$ cat config.mk
export PLATFORM = sky130hd
export DESIGN_NAME = sfl_cmd_seq
export DESIGN_NICKNAME = d
export VERILOG_FILES = /design/src/rtl/sfl_pkg.sv /design/src/rtl/sfl_ctrl_decode.sv /design/src/rtl/sfl_byte_shift.sv /design/src/rtl/sfl_seq.sv /design/src/rtl/sfl_cmd_seq.sv
export SDC_FILE = /design/constraint.sdc
export NUM_CORES = 1
export LEC_CHECK = 0
export BUFFER_PORTS_ARGS = -buffer_cell sky130_fd_sc_hd__buf_2
export CAP_MARGIN = 25
export CORE_ASPECT_RATIO = 0.8
export CORE_MARGIN = 2
export CORE_UTILIZATION = 53
export DETAILED_ROUTE_END_ITERATION = 10
export GPL_ROUTABILITY_DRIVEN = 0
export PLACE_DENSITY = 0.78
export SLEW_MARGIN = 20
export SYNTH_ARGS = -nofsm -noshare
export SYNTH_HDL_FRONTEND = slang
export SYNTH_SLANG_ARGS = --single-unit
$ cat constraint.sdc
create_clock -name clk -period 3.1 [get_ports clk]
set_input_delay 0.465 -clock clk [delete_from_list [all_inputs] [get_ports clk]]
set_output_delay 0.465 -clock clk [all_outputs]
set_load 0.05 [all_outputs]
$ cat src/rtl/sfl_pkg.sv
package sfl_pkg;
  typedef enum logic [1:0] {
    MD_READ  = 2'd0,
    MD_FAST  = 2'd1,
    MD_WRITE = 2'd2,
    MD_USER  = 2'd3
  } sfl_mode_e;

  typedef enum logic [1:0] {
    PH_OPC, PH_ADDR, PH_DUMMY, PH_DATA
  } sfl_phase_e;

  typedef struct packed {
    sfl_mode_e  mode;
    logic [7:0] opcode;
    logic       addr4;
    logic [5:0] ndummy;
    logic       stop;
  } sfl_ctrl_t;

  localparam int CTRL_W = 32;
  localparam logic [7:0] DEFAULT_RD_OPC = 8'h03;
endpackage

$ cat src/rtl/sfl_ctrl_decode.sv
module sfl_ctrl_decode
  import sfl_pkg::*;
(
  input  logic [CTRL_W-1:0] word,
  output sfl_ctrl_t         fld
);
  sfl_mode_e md;
  assign md = sfl_mode_e'(word[1:0]);

  always_comb begin
    fld.mode   = md;
    fld.opcode = (md == MD_READ && word[23:16] == 8'h00) ? DEFAULT_RD_OPC : word[23:16];
    fld.addr4  = word[13];
    fld.ndummy = (md == MD_FAST) ? {word[14], word[7:6], 3'b000} : 6'd0;
    fld.stop   = word[2];
  end
endmodule

$ cat src/rtl/sfl_byte_shift.sv
module sfl_byte_shift #(
  parameter int HALF_DIV = 1,
  localparam int DW = (HALF_DIV > 1) ? $clog2(HALF_DIV) : 1
) (
  input  logic       clk,
  input  logic       rst_n,
  input  logic       start,
  input  logic [7:0] tx_byte,
  output logic       done,
  output logic [7:0] rx_byte,
  output logic       sclk,
  output logic       mosi,
  input  logic       miso
);
  logic          act;
  logic [2:0]    bitn;
  logic [7:0]    sreg;
  logic [DW-1:0] div;

  always_ff @(posedge clk or negedge rst_n) begin
    if (!rst_n) begin
      act <= 1'b0; sclk <= 1'b0; bitn <= '0; sreg <= '0;
      rx_byte <= '0; div <= '0; done <= 1'b0;
    end else begin
      done <= 1'b0;
      if (start && !act) begin
        act <= 1'b1; sreg <= tx_byte; bitn <= '0; div <= '0; sclk <= 1'b0;
      end else if (act) begin
        if (div == DW'(HALF_DIV - 1)) begin
          div <= '0;
          if (!sclk) begin
            sclk    <= 1'b1;
            rx_byte <= {rx_byte[6:0], miso};
          end else begin
            sclk <= 1'b0;
            if (bitn == 3'd7) begin
              act  <= 1'b0;
              done <= 1'b1;
            end else begin
              bitn <= bitn + 3'd1;
              sreg <= {sreg[6:0], 1'b0};
            end
          end
        end else begin
          div <= div + DW'(1);
        end
      end
    end
  end

  assign mosi = sreg[7];
endmodule

$ cat src/rtl/sfl_seq.sv
module sfl_seq
  import sfl_pkg::*;
#(
  parameter int CSW    = 1,
  parameter int SEG_AW = 24
) (
  input  logic            clk,
  input  logic            rst_n,
  input  logic            req_valid,
  output logic            req_ready,
  input  logic            req_write,
  input  logic [CSW-1:0]  req_cs,
  input  logic [31:0]     req_addr,
  input  logic [1:0]      req_size,
  input  logic [31:0]     req_wdata,
  input  sfl_mode_e       sel_mode,
  input  logic [7:0]      sel_opcode,
  input  logic            sel_addr4,
  input  logic [5:0]      sel_ndummy,
  input  logic            sel_wen,
  input  logic [7:0]      dummy_byte,
  output logic            rsp_valid,
  input  logic            rsp_ready,
  output logic [31:0]     rsp_rdata,
  output logic            rsp_err,
  output logic            busy,
  output logic            cs_act,
  output logic [CSW-1:0]  act_cs,
  output logic            sh_start,
  output logic [7:0]      sh_tx,
  input  logic            sh_done,
  input  logic [7:0]      sh_rx
);
  typedef enum logic [2:0] {ST_IDLE, ST_LOAD, ST_WAIT, ST_REL, ST_RESP} st_e;
  st_e        st;
  sfl_phase_e ph;
  logic [5:0] cnt;
  logic       wr_r, user_r, addr4_r;
  logic [1:0] size_r;
  logic [31:0] addr_r, wd_r, rd_r;
  logic [7:0] opc_r;
  logic [5:0] ndum_r;
  logic       err_r;
  logic       seg_err;
  logic [31:0] addr_red;

  assign seg_err  = |(req_addr >> SEG_AW);
  assign addr_red = req_addr & ((32'd1 << SEG_AW) - 32'd1);

  always_comb begin
    case (ph)
      PH_OPC:   sh_tx = opc_r;
      PH_ADDR:  sh_tx = addr_r[{cnt[1:0], 3'b000} +: 8];
      PH_DUMMY: sh_tx = dummy_byte;
      default:  sh_tx = wr_r ? wd_r[{cnt[1:0], 3'b000} +: 8] : 8'h00;
    endcase
  end

  always_ff @(posedge clk or negedge rst_n) begin
    if (!rst_n) begin
      st <= ST_IDLE; ph <= PH_OPC; cnt <= '0; wr_r <= 1'b0; user_r <= 1'b0;
      addr4_r <= 1'b0; size_r <= '0; addr_r <= '0; wd_r <= '0; rd_r <= '0;
      opc_r <= '0; ndum_r <= '0; err_r <= 1'b0; cs_act <= 1'b0; act_cs <= '0;
    end else begin
      case (st)
        ST_IDLE: if (req_valid) begin
          wr_r <= req_write; size_r <= req_size; addr_r <= addr_red;
          wd_r <= req_wdata; opc_r <= sel_opcode; addr4_r <= sel_addr4;
          ndum_r <= sel_ndummy; act_cs <= req_cs; rd_r <= '0;
          err_r <= seg_err; user_r <= (sel_mode == MD_USER); cnt <= '0;
          if ((req_write && !sel_wen) || (!req_write && sel_mode == MD_WRITE)) begin
            err_r <= 1'b1;
            st    <= ST_RESP;
          end else if (sel_mode == MD_USER) begin
            ph <= PH_DATA;
            st <= ST_LOAD;
          end else begin
            ph     <= PH_OPC;
            cs_act <= 1'b1;
            st     <= ST_LOAD;
          end
        end
        ST_LOAD: st <= ST_WAIT;
        ST_WAIT: if (sh_done) begin
          st <= ST_LOAD;
          case (ph)
            PH_OPC: begin
              ph  <= PH_ADDR;
              cnt <= addr4_r ? 6'd3 : 6'd2;
            end
            PH_ADDR: if (cnt == 6'd0) begin
              if (ndum_r != 6'd0) begin
                ph <= PH_DUMMY; cnt <= ndum_r - 6'd1;
              end else begin
                ph <= PH_DATA; cnt <= '0;
              end
            end else cnt <= cnt - 6'd1;
            PH_DUMMY: if (cnt == 6'd0) begin
              ph <= PH_DATA; cnt <= '0;
            end else cnt <= cnt - 6'd1;
            default: begin
              if (!wr_r) rd_r[{cnt[1:0], 3'b000} +: 8] <= sh_rx;
              if (cnt[1:0] == size_r) begin
                cs_act <= 1'b0;
                st     <= user_r ? ST_RESP : ST_REL;
              end else cnt <= cnt + 6'd1;
            end
          endcase
        end
        ST_REL:  st <= ST_RESP;
        default: if (rsp_ready) st <= ST_IDLE;
      endcase
    end
  end

  assign req_ready = (st == ST_IDLE);
  assign rsp_valid = (st == ST_RESP);
  assign rsp_rdata = rd_r;
  assign rsp_err   = err_r;
  assign busy      = (st == ST_LOAD) || (st == ST_WAIT) || (st == ST_REL);
  assign sh_start  = (st == ST_LOAD);
endmodule

$ cat src/rtl/sfl_cmd_seq.sv
module sfl_cmd_seq
  import sfl_pkg::*;
#(
  parameter int NUM_CS   = 2,
  parameter int SEG_AW   = 24,
  parameter int HALF_DIV = 1,
  localparam int CSW = (NUM_CS > 1) ? $clog2(NUM_CS) : 1
) (
  input  logic                     clk,
  input  logic                     rst_n,
  input  logic [NUM_CS*CTRL_W-1:0] cfg_ctrl,
  input  logic [NUM_CS-1:0]        cfg_wr_en,
  input  logic [7:0]               cfg_dummy,
  input  logic                     req_valid,
  output logic                     req_ready,
  input  logic                     req_write,
  input  logic [CSW-1:0]           req_cs,
  input  logic [31:0]              req_addr,
  input  logic [1:0]               req_size,
  input  logic [31:0]              req_wdata,
  output logic                     rsp_valid,
  input  logic                     rsp_ready,
  output logic [31:0]              rsp_rdata,
  output logic                     rsp_err,
  output logic                     busy,
  output logic                     spi_sclk,
  output logic                     spi_mosi,
  input  logic                     spi_miso,
  output logic [NUM_CS-1:0]        spi_cs_n
);
  sfl_ctrl_t      dec [NUM_CS];
  logic           cs_act;
  logic [CSW-1:0] act_cs;
  logic           sh_start, sh_done;
  logic [7:0]     sh_tx, sh_rx;

  for (genvar i = 0; i < NUM_CS; i++) begin : g_cs
    sfl_ctrl_decode u_dec (
      .word (cfg_ctrl[i*CTRL_W +: CTRL_W]),
      .fld  (dec[i])
    );
    assign spi_cs_n[i] = (dec[i].mode == MD_USER) ? dec[i].stop
                                                  : !(cs_act && act_cs == CSW'(i));
  end

  sfl_seq #(.CSW(CSW), .SEG_AW(SEG_AW)) u_seq (
    .clk        (clk),
    .rst_n      (rst_n),
    .req_valid  (req_valid),
    .req_ready  (req_ready),
    .req_write  (req_write),
    .req_cs     (req_cs),
    .req_addr   (req_addr),
    .req_size   (req_size),
    .req_wdata  (req_wdata),
    .sel_mode   (dec[req_cs].mode),
    .sel_opcode (dec[req_cs].opcode),
    .sel_addr4  (dec[req_cs].addr4),
    .sel_ndummy (dec[req_cs].ndummy),
    .sel_wen    (cfg_wr_en[req_cs]),
    .dummy_byte (cfg_dummy),
    .rsp_valid  (rsp_valid),
    .rsp_ready  (rsp_ready),
    .rsp_rdata  (rsp_rdata),
    .rsp_err    (rsp_err),
    .busy       (busy),
    .cs_act     (cs_act),
    .act_cs     (act_cs),
    .sh_start   (sh_start),
    .sh_tx      (sh_tx),
    .sh_done    (sh_done),
    .sh_rx      (sh_rx)
  );

  sfl_byte_shift #(.HALF_DIV(HALF_DIV)) u_shift (
    .clk     (clk),
    .rst_n   (rst_n),
    .start   (sh_start),
    .tx_byte (sh_tx),
    .done    (sh_done),
    .rx_byte (sh_rx),
    .sclk    (spi_sclk),
    .mosi    (spi_mosi),
    .miso    (spi_miso)
  );
endmodule

# After elaboration in Yosys (flattened, before gate mapping)
# Cells that the tools add are included.
[classes]
addsub = 6
magnitude_cmp = 2
eq_ne = 27
n_shift = 4
mux = 80
bitwise_logic = 5
n_reduce_logical = 38
[ops]
columns = ["operator", "count"]
rows = [
  ["$mux 32", 4],
  ["$mux 8", 8],
  ["$pmux 32 s2", 1],
  ["$shiftx 32x6->8", 2],
  ["$mux 18", 3],
  ["$mux 6", 8],
  ["$mux 3", 12],
  ["$bwmux 32", 1],
  ["$shift 8x7->32 const A", 1],
  ["$shiftx 8x7->32", 1],
  ["$mux 1", 30],
  ["$pmux 8 s3", 1],
  ["$pmux 6 s3", 1],
  ["$logic_not 8->1", 2],
  ["$ne 2x2->1 const B", 7],
  ["$reduce_and 7->1", 2],
  ["$mux 2", 6],
  ["$pmux 3 s4", 1],
  ["$pmux 6 s2", 1],
  ["$reduce_and 4->1", 3],
  ["$sub 6x1->6 const B", 2],
  ["$eq 2x2->1 const B", 5],
  ["$reduce_or 8->1", 1],
  ["$logic_and 1x1->1", 7],
  ["32 further kinds", 52],
]
[word_totals]
regBits = 144
input_bits = 147
output_inout_bits = 40
elab_cells = 184

# Logic depth before layout (Yosys ltp)
[depth]
ltp_word = 12
depth_mapped = 9
mapped_depth_nobuf = 7

# Cells and area by module
# A second synthesis with hierarchy kept.
[hier_totals]
cells_unflattened = 783
hier_area_um2 = 7447.1
[by_module_without_submodules]
columns = ["mod", "instances", "cells_per_inst", "area_each_um2", "seq_area_each_um2"]
rows = [
  ["sfl_seq", 1, 625, 5909.4, 3027.9],
  ["sfl_byte_shift", 1, 84, 923.4, 550.5],
  ["sfl_cmd_seq", 1, 26, 311.5, 0.0],
  ["sfl_ctrl_decode", 2, 24, 151.4, 0.0],
]

# Worst setup path after synthesis
# No wires, ideal clock.
[synth_path]
path_kind = "register to register"
start = "register u_seq.st[2]"
end = "register u_seq.size_r[0]"
setup_time_ns = 0.117
arrival_time_ns = 2.581
required_ns = 2.983
setup_slack_ns = 0.402
path_stages_with_launch = 8
path_buffers = 3
period_less_slack_ns = 2.698
cell_sequence = "dfrtp_1 clkbuf_1 nor3_1 nand2_1 buf_2 clkbuf_1 nand2_1 nand2_1"
[synth_between]
elab_chain_len = 2
[synth_rtl]
columns = ["item", "line", "rtl"]
rows = [
  ["start, declared", "sfl_seq.sv:35", "st_e st;"],
  ["start signal, assigned", "sfl_seq.sv:105", "st <= user_r ? ST_RESP : ST_REL;"],
  ["$logic_not 3->1", "--", ""],
  ["named net req_ready", "sfl_cmd_seq.sv:15", "output logic req_ready,"],
  ["$reduce_and 2->1 (no source line)", "--", ""],
  ["end signal, assigned", "sfl_seq.sv:67", "wr_r <= req_write; size_r <= req_size; addr_r <= addr_red;"],
  ["end, declared", "sfl_seq.sv:39", "logic [1:0] size_r;"],
]
# The timed path passes the listed nets, and every way through them passes these cells.
# A chain may end at the register's enable or synchronous reset.

# Worst setup path after layout
[layout_path]
start = "register u_seq.st[0]"
end = "register u_shift.sreg[5]"
[layout_between]
elab_chain_len = 4
word_cells_on_any_way = 8
classes_between = "eq/ne (3); mux (1); reduce/logical (4)"
[layout_rtl]
columns = ["item", "line", "rtl"]
rows = [
  ["$eq 3x1->1 *", "sfl_seq.sv:121", "assign sh_start = (st == ST_LOAD);"],
  ["$logic_and 1x1->1 *", "sfl_byte_shift.sv:26", "if (start && !act) begin"],
  ["$ne 2x2->1 (no source line) (tied with other cells)", "--", ""],
  ["$reduce_and 4->1 (no source line)", "--", ""],
  ["end signal, assigned", "sfl_byte_shift.sv:41", "sreg <= {sreg[6:0], 1'b0};"],
  ["end, declared", "sfl_byte_shift.sv:17", "logic [7:0] sreg;"],
]
# Mark *: on every way between the ends. The rest lies on a longest branch, timed or not.

==> impl_metrics.py <==
metrics = {
    "run_status": {
        "status": "finished, final reports clean",
    },
    "global_route": {
        "grt_pass1_vias": 5751,
        "grt-ovfl-total": 0,
        "grt_pass1_wl_mm": 28.0,
        "antenna_found_initial": 0,
        "grtUsageTotal": 0.249,
        "grt_max_degree": 79,
    },
    "critical_path": {
        "path_class": "flip-flop to flip-flop",
        "rrSetupSlack_ns": 0.80,
        "worstPathArrival_ns": 2.60,
        "crit_path_end_kind": "flip-flop",
        "cp_data_required_time_ns": 3.40,
        "cp_max_fo": 12,
        "reg2reg_depth": 4,
        "start_kind": "flip-flop",
    },
    "yosys": {
        "ys_seq_area_frac": 0.502,
        "synth.distinct_cells": 60,
        "synth_xor_area_frac": 0.0100,
        "async_flop_share": 1.00,
        "syn_nets": 902,
        "synth.avg_cell_area_um2": 9.37,
        "yosysTopAreaCell": "dfrtp_1",
        "yosysWarnings": 0,
        "synth-adder-area-share": 0.0179,
        "synth-edff-count": 0,
        "synthSimpleGateAreaFrac": 0.206,
        "netlist_instances": 745,
        "yosys-top-cells-area": "dfrtp_1 (50%), nand2_1 (13%), mux2i_1 (4.0%), o21ai_0 (2.4%), a22o_1 (2.0%)",
        "synthMuxAreaShare": 0.0773,
        "synth_compound_area_frac": 0.147,
        "synth_ff_type": "dfrtp_1",
        "syn_area_um2": 6980,
        "synth_seq_cells": 140,
        "synth_top_family_by_area": "simple AND/OR/NAND/NOR gates",
        "synth_top_area_frac": 0.502,
    },
    "detailed_routing": {
        "detail_route.iter0.violations": 458,
        "via_per_inst": 5.52,
        "drc_errors": 0,
        "vias": 5904,
        "drtAntennaViolNets": 0,
        "wire_per_inst_um": 15.4,
        "dr.pass1.iters": 7,
        "routed_wl_mm": 16.5,
    },
    "clocking": {
        "numCtsBuffers": 17,
        "cts_hold_buf": 0,
        "clock_path_buffers": 2,
        "cts_setup_buffers": 0,
        "h-tree-depth": 4,
        "cts.sinks": 140,
        "cts_tree": "done",
        "clk_pin_slew_ns": 0.06,
        "insertion_delay_ns": 0.42,
        "cts.root.buffer_cell": "clkbuf_16",
        "cts_resized": 0,
    },
    "pwr": {
        "p_sw_mw": 3.54,
        "power_mw": 8.35,
        "p_int_mw": 4.81,
        "combPwrFrac": 0.404,
        "ir_worst_vdd_v": 0.000525,
        "p_leak_nw": 4.20,
        "seqPwrFrac": 0.358,
        "clockPowerShare": 0.238,
        "switching_share": 0.424,
        "p_per_area_nw_per_um2": 992,
    },
    "floorplanning": {
        "ios": 187,
        "die_height_um": 107,
        "num_rows": 37,
        "die_w_um": 132,
        "core_area_um2": 12900,
        "initial_core_util": 0.542,
        "die_area_um2": 14100,
    },
    "timing": {
        "finClkSkew_ns": 0.00563,
        "rsz0062_at_grt": "false",
        "hold_viol": 0,
        "slew_viol_final": 0,
        "setup_viol": 0,
        "finalCriticalPeriod_ns": 2.30,
        "min_period_over_period": 0.743,
        "fin_setup_tns_ns": 0,
        "worst_pin_slew_ns": 0.804,
        "fmax_mhz": 434,
        "max-slew-margin-rel": 0.463,
    },
    "cells_and_area": {
        "fillers": 1058,
        "layout-drive-gt1-share": 0.240,
        "antenna_cells": 0,
        "syn2layout_area_growth_pct": 20.6,
        "nets": 1038,
        "final_cells": 1069,
        "fin_util": 0.654,
    },
    "place": {
        "port_buffers": 152,
        "dp_hpwl_mm": 11.4,
        "dp.cells": 1037,
    },
    "hold_path": {
        "min_path_type": "input pin to asynchronous set/reset pin",
    },
    "run": {
        "cap_violations": 0,
    },
}
==> worst paths after layout <==
path / to / from
max: u_shift.sreg[5]$_DFFE_PN0P_ / u_seq.st[0]$_DFFE_PN0P_
min: u_seq.act_cs$_DFFE_PN0P_ / rst_n
max reg2reg: u_shift.sreg[5]$_DFFE_PN0P_ / u_seq.st[0]$_DFFE_PN0P_
min reg2reg: u_seq.wd_r[22]$_DFFE_PN0P_ / u_seq.wd_r[22]$_DFFE_PN0P_
max in group asynchronous: u_seq.wd_r[25]$_DFFE_PN0P_ / rst_n
min in group clk: u_seq.addr_r[12]$_DFFE_PN0P_ / req_addr[12]
==> cells in the final DEF (no fill, tap or decap), types with 13 or more instances in the layout <==
| master | n |
|---|---|
| a21oi_1 | 17 |
| a22o_1 | 16 |
| buf_2 | 151 |
| clkbuf_16 | 17 |
| dfrtp_1 | 140 |
| inv_1 | 18 |
| mux2i_1 | 28 |
| nand2_1 | 247 |
| nor2_1 | 21 |
| o21ai_0 | 34 |
| o21ai_1 | 13 |
==> Yosys cell counts, types with 7 or more instances <==
library cell  count
o21ai_0          34
dfrtp_1         140
mux2_2           11
a221o_1           9
a22o_1           16
o31ai_1           8
nand2b_1          7
buf_2            17
clkbuf_1         19
o221ai_1          7
o21ai_1          13
a21oi_1          17
inv_1            18
mux2i_1          28
nor2_1           22
ha_1             10
nand3_1          12
nand2_1         248
==> flip-flops by register name, indices dropped and copies added (netlist names), 3 cells and up <==
signal           count
u_seq.addr_r        24
u_seq.opc_r          8
u_seq.cnt            6
u_seq.rsp_rdata     32
u_seq.ndum_r         3
u_shift.sreg         8
u_shift.rx_byte      8
u_shift.bitn         3
u_seq.st             3
u_seq.wd_r          32
==> worst max-delay path, stage by stage (launching register included) <==
cell and delay, ns:
dfrtp_1 0.55, or3b_1 0.51, or2_1 0.39, a21o_1 0.35
mux2_1 0.37
==> area by class of cell <==
class                      count  area, um2  share of cell area
multi-input combinational    544       3210               0.382
clock inverter                15        151              0.0180
clock buffer                  17        425              0.0505
tap                          175        219              0.0260
timing repair buffer         160        840              0.0997
inverter                      18       67.6             0.00803
sequential                   140       3500               0.416
==> kinds of logic (layout without fill, tap and decap cells) <==
group	after synthesis	in the layout
compound gates	148	148
xor+xnor	8	8
fa+ha+maj	10	10
buf+inv	61	210
flops	140	140
mux	48	48
simple gates	330	330
==> stage by stage <==
stage	area, um2	setup WS [ns]	hold slack (ns)
2_1_floorplan	6980	0.402	0.169
3_3_place_gp	7840	0.842	0.457
3_5_place_dp	7840	0.822	0.462
4_1_cts	8420	0.802	0.0964
5_1_grt	8420	0.692	0.0993
6_report	8420	0.797	0.0713
==> power groups by stage <==
stage,combinational [mW],clock (mW),sequential (mW)
5_1_grt,3.75,2.12,3.06
3_5_place_dp,3.33,0,3.00
2_1_floorplan,2.43,0,3.04
3_3_place_gp,3.25,0,2.97
4_1_cts,3.37,2.01,2.97
6_report,3.37,1.99,2.98
==> layer usage <==
| layer | vias to the layer above | GRT usage | part of all wire | routed length, um |
|---|---|---|---|---|
| met3 | 34 | 0.0444 | 0.055 | 906 |
| met1 | 2827 | 0.352 | 0.46 | 7640 |
| li1 | 2853 | - | - | - |
| met5 | - | 0 | 0 | 0 |
| met2 | 190 | 0.390 | 0.46 | 7570 |
| met4 | 0 | 0.0945 | 0.021 | 354 |
(Power assumes the default switching activity.)
